**src/rtl/idm_pkg.sv**
```systemverilog
package idm_pkg;

  typedef enum logic [1:0] {
    MODE_DIRECT   = 2'b00,
    MODE_INDIRECT = 2'b01,
    MODE_REGISTER = 2'b10,
    MODE_BIT      = 2'b11
  } accMode_e;

  // strobes from the decode control to the datapath
  typedef struct packed {
    logic ramWe;     // write RAM at the decoded byte
    logic sfrWe;     // write the SFR port
    logic sfrRe;     // read the SFR port
    logic sfrTgt;    // SFR port is the source/target
    logic bitOp;     // single-bit access
    logic useFill;   // missing SFR: substitute filler
    logic capture;   // load the read result register
  } idmStrobe_t;

endpackage

```
**src/rtl/idm_ctrl.sv**
```systemverilog
module idm_ctrl
  import idm_pkg::*;
#(
  parameter int ADDR_W = 8,
  parameter int DATA_W = 8,
  parameter int BANK_W = 2,
  parameter int REG_W  = 3
) (
  input  logic              req,
  input  logic [1:0]        mode,
  input  logic [ADDR_W-1:0] addr,
  input  logic              wrEn,
  input  logic [BANK_W-1:0] bankSel,
  input  logic              sfrHit,
  output logic [ADDR_W-1:0] byteAddr,
  output logic [$clog2(DATA_W)-1:0] bitPos,
  output idmStrobe_t        strobe
);

  localparam int BPOS_W = $clog2(DATA_W);
  localparam int IDX_W  = ADDR_W - 1 - BPOS_W;
  localparam logic [ADDR_W-1:0] BIT_BASE = ADDR_W'(1 << (BANK_W + REG_W));

  logic isHigh;
  logic sfrTgt;
  accMode_e accMode;

  assign isHigh  = addr[ADDR_W-1];
  assign accMode = accMode_e'(mode);
  assign bitPos  = addr[BPOS_W-1:0];

  always_comb begin
    sfrTgt   = 1'b0;
    byteAddr = addr;
    unique case (accMode)
      MODE_DIRECT: begin
        sfrTgt   = isHigh;
        byteAddr = addr;
      end
      MODE_INDIRECT: begin
        sfrTgt   = 1'b0;
        byteAddr = addr;
      end
      MODE_REGISTER: begin
        sfrTgt   = 1'b0;
        byteAddr = {{(ADDR_W-BANK_W-REG_W){1'b0}}, bankSel, addr[REG_W-1:0]};
      end
      MODE_BIT: begin
        sfrTgt = isHigh;
        if (isHigh)
          byteAddr = {addr[ADDR_W-1:BPOS_W], {BPOS_W{1'b0}}};
        else
          byteAddr = BIT_BASE + {{(BPOS_W+1){1'b0}}, addr[BPOS_W+IDX_W-1:BPOS_W]};
      end
      default: begin
        sfrTgt   = 1'b0;
        byteAddr = addr;
      end
    endcase
  end

  always_comb begin
    strobe.sfrTgt  = req & sfrTgt;
    strobe.bitOp   = (accMode == MODE_BIT);
    strobe.ramWe   = req & wrEn & ~sfrTgt;
    strobe.sfrWe   = req & wrEn & sfrTgt & sfrHit;
    strobe.sfrRe   = req & sfrTgt;
    strobe.useFill = sfrTgt & ~sfrHit;
    strobe.capture = req & ~wrEn;
  end

endmodule

```
**src/rtl/idm_datapath.sv**
```systemverilog
module idm_datapath
  import idm_pkg::*;
#(
  parameter int ADDR_W = 8,
  parameter int DATA_W = 8,
  parameter logic [7:0] FILL = 8'hFF
) (
  input  logic              clk,
  input  logic              rst,
  input  idmStrobe_t        strobe,
  input  logic [ADDR_W-1:0] byteAddr,
  input  logic [$clog2(DATA_W)-1:0] bitPos,
  input  logic [DATA_W-1:0] wrData,
  input  logic              bitVal,
  input  logic [DATA_W-1:0] sfrRdData,
  output logic [DATA_W-1:0] wrByte,
  output logic [DATA_W-1:0] rdData,
  output logic              rdValid
);

  localparam int DEPTH = 1 << ADDR_W;

  logic [DATA_W-1:0] mem [DEPTH];
  logic [DATA_W-1:0] ramRd;
  logic [DATA_W-1:0] srcByte;
  logic [DATA_W-1:0] merged;
  logic [DATA_W-1:0] rdNext;

  assign ramRd = mem[byteAddr];

  always_comb begin
    if (strobe.useFill)     srcByte = DATA_W'(FILL);
    else if (strobe.sfrTgt) srcByte = sfrRdData;
    else                    srcByte = ramRd;
  end

  // per-lane bit insertion for read-modify-write
  for (genvar i = 0; i < DATA_W; i++) begin : g_lane
    assign merged[i] = (bitPos == i[$clog2(DATA_W)-1:0]) ? bitVal : srcByte[i];
  end

  assign wrByte = strobe.bitOp ? merged : wrData;
  assign rdNext = strobe.bitOp ? {{(DATA_W-1){1'b0}}, srcByte[bitPos]} : srcByte;

  always_ff @(posedge clk) begin
    if (strobe.ramWe) mem[byteAddr] <= wrByte;
  end

  always_ff @(posedge clk) begin
    if (rst) begin
      rdData  <= '0;
      rdValid <= 1'b0;
    end else begin
      rdValid <= strobe.capture;
      if (strobe.capture) rdData <= rdNext;
    end
  end

endmodule

```
**src/rtl/idm_router.sv**
```systemverilog
module idm_router
  import idm_pkg::*;
#(
  parameter int ADDR_W = 8,
  parameter int DATA_W = 8,
  parameter int BANK_W = 2,
  parameter int REG_W  = 3,
  parameter logic [7:0] FILL = 8'hFF
) (
  input  logic              clk,
  input  logic              rst,
  input  logic              req,
  input  logic [1:0]        mode,
  input  logic [ADDR_W-1:0] addr,
  input  logic              wrEn,
  input  logic [DATA_W-1:0] wrData,
  input  logic              bitVal,
  input  logic [BANK_W-1:0] bankSel,
  output logic [DATA_W-1:0] rdData,
  output logic              rdValid,
  output logic              sfrSel,
  output logic [ADDR_W-1:0] sfrAddr,
  output logic              sfrRdEn,
  output logic              sfrWrEn,
  output logic [DATA_W-1:0] sfrWrData,
  input  logic [DATA_W-1:0] sfrRdData,
  input  logic              sfrHit
);

  idmStrobe_t        strobe;
  logic [ADDR_W-1:0] byteAddr;
  logic [$clog2(DATA_W)-1:0] bitPos;
  logic [DATA_W-1:0] wrByte;

  idm_ctrl #(
    .ADDR_W(ADDR_W), .DATA_W(DATA_W), .BANK_W(BANK_W), .REG_W(REG_W)
  ) u_ctrl (
    .req(req), .mode(mode), .addr(addr), .wrEn(wrEn), .bankSel(bankSel),
    .sfrHit(sfrHit), .byteAddr(byteAddr), .bitPos(bitPos), .strobe(strobe)
  );

  idm_datapath #(
    .ADDR_W(ADDR_W), .DATA_W(DATA_W), .FILL(FILL)
  ) u_dp (
    .clk(clk), .rst(rst), .strobe(strobe), .byteAddr(byteAddr), .bitPos(bitPos),
    .wrData(wrData), .bitVal(bitVal), .sfrRdData(sfrRdData), .wrByte(wrByte),
    .rdData(rdData), .rdValid(rdValid)
  );

  assign sfrSel    = strobe.sfrTgt;
  assign sfrAddr   = byteAddr;
  assign sfrRdEn   = strobe.sfrRe;
  assign sfrWrEn   = strobe.sfrWe;
  assign sfrWrData = wrByte;

endmodule

```
**config.mk**
```make
export PLATFORM = sky130hd
export DESIGN_NAME = idm_router
export DESIGN_NICKNAME = d
export VERILOG_FILES = /design/src/rtl/idm_pkg.sv /design/src/rtl/idm_ctrl.sv /design/src/rtl/idm_datapath.sv /design/src/rtl/idm_router.sv
export SDC_FILE = /design/constraint.sdc
export NUM_CORES = 2
export LEC_CHECK = 0
export ABC_AREA = 1
export ABC_CLOCK_PERIOD_IN_PS = 19100
export BUFFER_PORTS_ARGS = -buffer_cell sky130_fd_sc_hd__buf_4
export CAP_MARGIN = 20
export CORE_MARGIN = 10
export CORE_UTILIZATION = 55
export CTS_BUF_LIST = sky130_fd_sc_hd__clkbuf_4 sky130_fd_sc_hd__clkbuf_8
export DETAILED_ROUTE_END_ITERATION = 8
export PLACE_DENSITY = 0.71
export REMOVE_ABC_BUFFERS = 1
export SKIP_LAST_GASP = 1
export SLEW_MARGIN = 20
export SYNTH_ARGS = -nofsm -noshare
export SYNTH_HDL_FRONTEND = slang
export SYNTH_SLANG_ARGS = --single-unit
```
**constraint.sdc**
```tcl
create_clock -name clk -period 19.1 [get_ports clk]
set_clock_uncertainty 0.1 [all_clocks]
set_input_delay 0.955 -clock clk [delete_from_list [all_inputs] [get_ports clk]]
set_output_delay 0.955 -clock clk [all_outputs]
set_load 0.02 [all_outputs]
```
==> results.md <==
* Filler Cell Count at 11900
* MaxCap Viol Count at 0
* HPWL Detailed at 125000 um
* Clock power frac at 0.367
* Final TNS setup at 0 ns
* CTS HTree Levels at 5
* Slew Viols, Final at 0
* Hold Crit Class: input port to flip-flop
* Core Footprint at 0.152 sq mm
* Yosys reg bits at 2057
* Port-buffer cells at 61
* Final setup vio count at 0
* Slew @ Worst Pin at 1.23 ns
* Clk_lat worst skew at between 1 and 1.5 ns
* Slowest-stage cell, CP: buf_4
* Die width at a little over 400 um
* Root Buffer: clkbuf_8
* Crit-path max FO at 185
* Wire per inst at 23.7 um
* Crit path DAT at ~7.6 ns
* Initial Util at 0.554
* Final Util at 0.607
* Commonest non-fill, non-tap cell in the layout: nand2_1
* Seq pwr share at 0.536
* TritonRoute pass-1 iters at 8
* Total power at between 9 and 10 mW
* Crit Path Category: input port to output port
* Global route total overflow at 0
* Mapped Avg Cell Area at 11.0 sq um
* Cell area after synthesis at 0.0844 sq mm
* Routed vias at 58100
* Setup crit start kind: input port
* Sw Ratio at 0.253
* Row cnt at ~140
* Multi-input gate area at 0.0209 sq mm
* Post-DP Area at approximately 0.087 sq mm
* Sw power at 2.39 mW
* Vias in the first global route at around 55000
* Peak supply drop at roughly 0.00010 V
* TritonCTS buffer count at 322
* Longest Clk Path Bufs at 4
* Most frequent cells in the layout: nand2_1, edfxtp_1, nor2_1
* Reg2Reg Depth at 19
* Post-synthesis cell count at 7681
* Synth cell types at 30
* Yosys Warn Count at 0
* Routed Antenna Nets at 0
* Status: completed
* CP Capture Type: output port
* CP top delay family: buffers and inverters
* Initial antenna violation count at 9
* Worst path most repeated cell: nand2_1
* Worst setup margin at 10.44 ns
* Slew HR at 0.175
* Seq/Total Area, Yosys at 0.731
* Placer congestion estimate at between 0.9 and 1
* Postcts setup bufs at 0
* RSZ-0062 raised after global routing: no
* Worst Hold Depth at 4
* Pwr per Cell Area at 102 mW/mm^2
* Power share of the combinational group at 0.097
* Critical path depth at 26
* Total Wirelength at ~240000 um
* Share of layout cells above drive strength 1 at 0.0823
* Worst EP required at 18.05 ns
* TritonCTS clock tree: yes
* Nets@finish at 7764
* Fin crit period at just under 9 ns
* Drt initial violations at 7879
* Endpoints failing hold at 0
* Post-route cell area at between 0.09 and 0.1 sq mm
* Cts hold-fix bufs at 1
* Fmax achieved at ~0.12 GHz
* Die ar. at 0.169 sq mm
* CTS-repair resized insts at 0
* Dpl ws at between 10 and 15 ns
* Buffers plus inverters on the worst setup path at 6
* Area Overhead vs Synth at 9.50%
* IO Count at 62
* Clock-pin slew on the worst setup and hold paths at 0.06 ns
* Storage element area at 0.0617 sq mm
* Int Pwr at around 7.0 mW
* Pin count of the biggest net entering global routing at 197
* Die height at 412 um
* First-pass GRT wire length at 351000 um
* Slowest Stage Delay on Critical Path at 0.79 ns
* P_leak at 35.4 nW
* Vias per cell at 5.82
* Drc violations at 0
* Fin crit share at 0.453
* GRT Util Overall at 0.274
* CTS sink cnt at approximately 2000
-- cell usage after synthesis (all sizes together) --
cell	number	area share
nor3b	1	0.000089
inv	37	0.0017
nand4	60	0.0044
or2	1	0.000074
nor3	9	0.00053
o21ai	123	0.0073
buf	230	0.013
clkinv	3	0.00013
o21bai	1	0.000089
dfxtp	9	0.0021
clkbuf	183	0.0081
nand2	3961	0.18
nor2	541	0.024
and2	2	0.00015
ha	2	0.00030
a22oi	128	0.011
nand3	238	0.014
edfxtp	2048	0.73
a21oi	104	0.0062
-- registers in the layout, summed over array words and instances (netlist names) --
register and count:
u_dp.rdData 8, u_dp.rdValid 1, u_dp.mem 2048
-- power by group through the flow --
stage / Combinational (mW) / Sequential [mW] / Clock (mW)
finish: 0.920 / 5.06 / 3.46
global route: 0.979 / 5.05 / 3.69
CTS: 0.898 / 5.06 / 3.47
detailed placement: 0.895 / 5.15 / 0
global placement: 0.882 / 5.15 / 0
floorplan: 0.546 / 5.25 / 0
-- area by class of cell --
type | instances | share of cell area
sequential | 2057 | 0.668
multi-input combinational | 5171 | 0.226
clock buffer | 441 | 0.0582
tap | 2030 | 0.0275
timing repair buffer | 136 | 0.0134
clock inverter | 102 | 0.00471
inverter | 40 | 0.00194
antenna | 4 | 0.000108
-- logic make-up after synthesis --
family	share of synthesized area
compound gates	0.0250
fa+ha+maj	0.000297
buf+inv	0.0234
flops	0.731
simple gates	0.220
-- worst reg2reg max path, stage by stage, from the launching register on --
cell      delay [ns]
edfxtp_1        0.32
nand3_1         0.07
nand2_1         0.11
nand2_1         0.05
nand2_1         0.10
nand2_1         0.05
nand2_1         0.15
nor2_1          0.05
nor2_1          0.34
nor2_1          0.13
nand2_1         0.17
nand2_1         0.12
nand2_1         0.15
o21ai_1         0.14
nand2_1         0.14
o21ai_0         0.19
o21ai_4         0.23
buf_4           0.28
buf_4           0.74
buf_4           0.95
-- metrics by stage --
step | hold WS (ns) | instances
floorplan | 0.439 | 7268
global placement | 0.355 | 9433
detailed placement | 0.358 | 9433
CTS | 0.120 | 9977
global route | 0.172 | 9979
finish | 0.183 | 9981
-- per-layer routing --
| metal | wire, um | track usage | vias to the layer above | share of wire |
|---|---|---|---|---|
| met2 | 109000 | 0.427 | 3748 | 0.46 |
| met5 | 31 | 0 | - | 0.00013 |
| met4 | 8210 | 0.103 | 6 | 0.035 |
| met1 | 90700 | 0.377 | 28000 | 0.38 |
| li1 | - | - | 25900 | - |
| met3 | 28900 | 0.0610 | 525 | 0.12 |
-- final timing paths --
kind                                 startpoint  slack [ns]          endpoint
worst max-delay path                    mode[0]       10.44      sfrWrData[7]
worst min-delay path                       wrEn        0.18    u_dp.rdData[0]
worst max register to register  u_dp.mem[80][6]       14.07  u_dp.mem[121][6]
worst min register to register   u_dp.rdData[1]        0.37    u_dp.rdData[1]
Power figures use the tool's default switching activity.
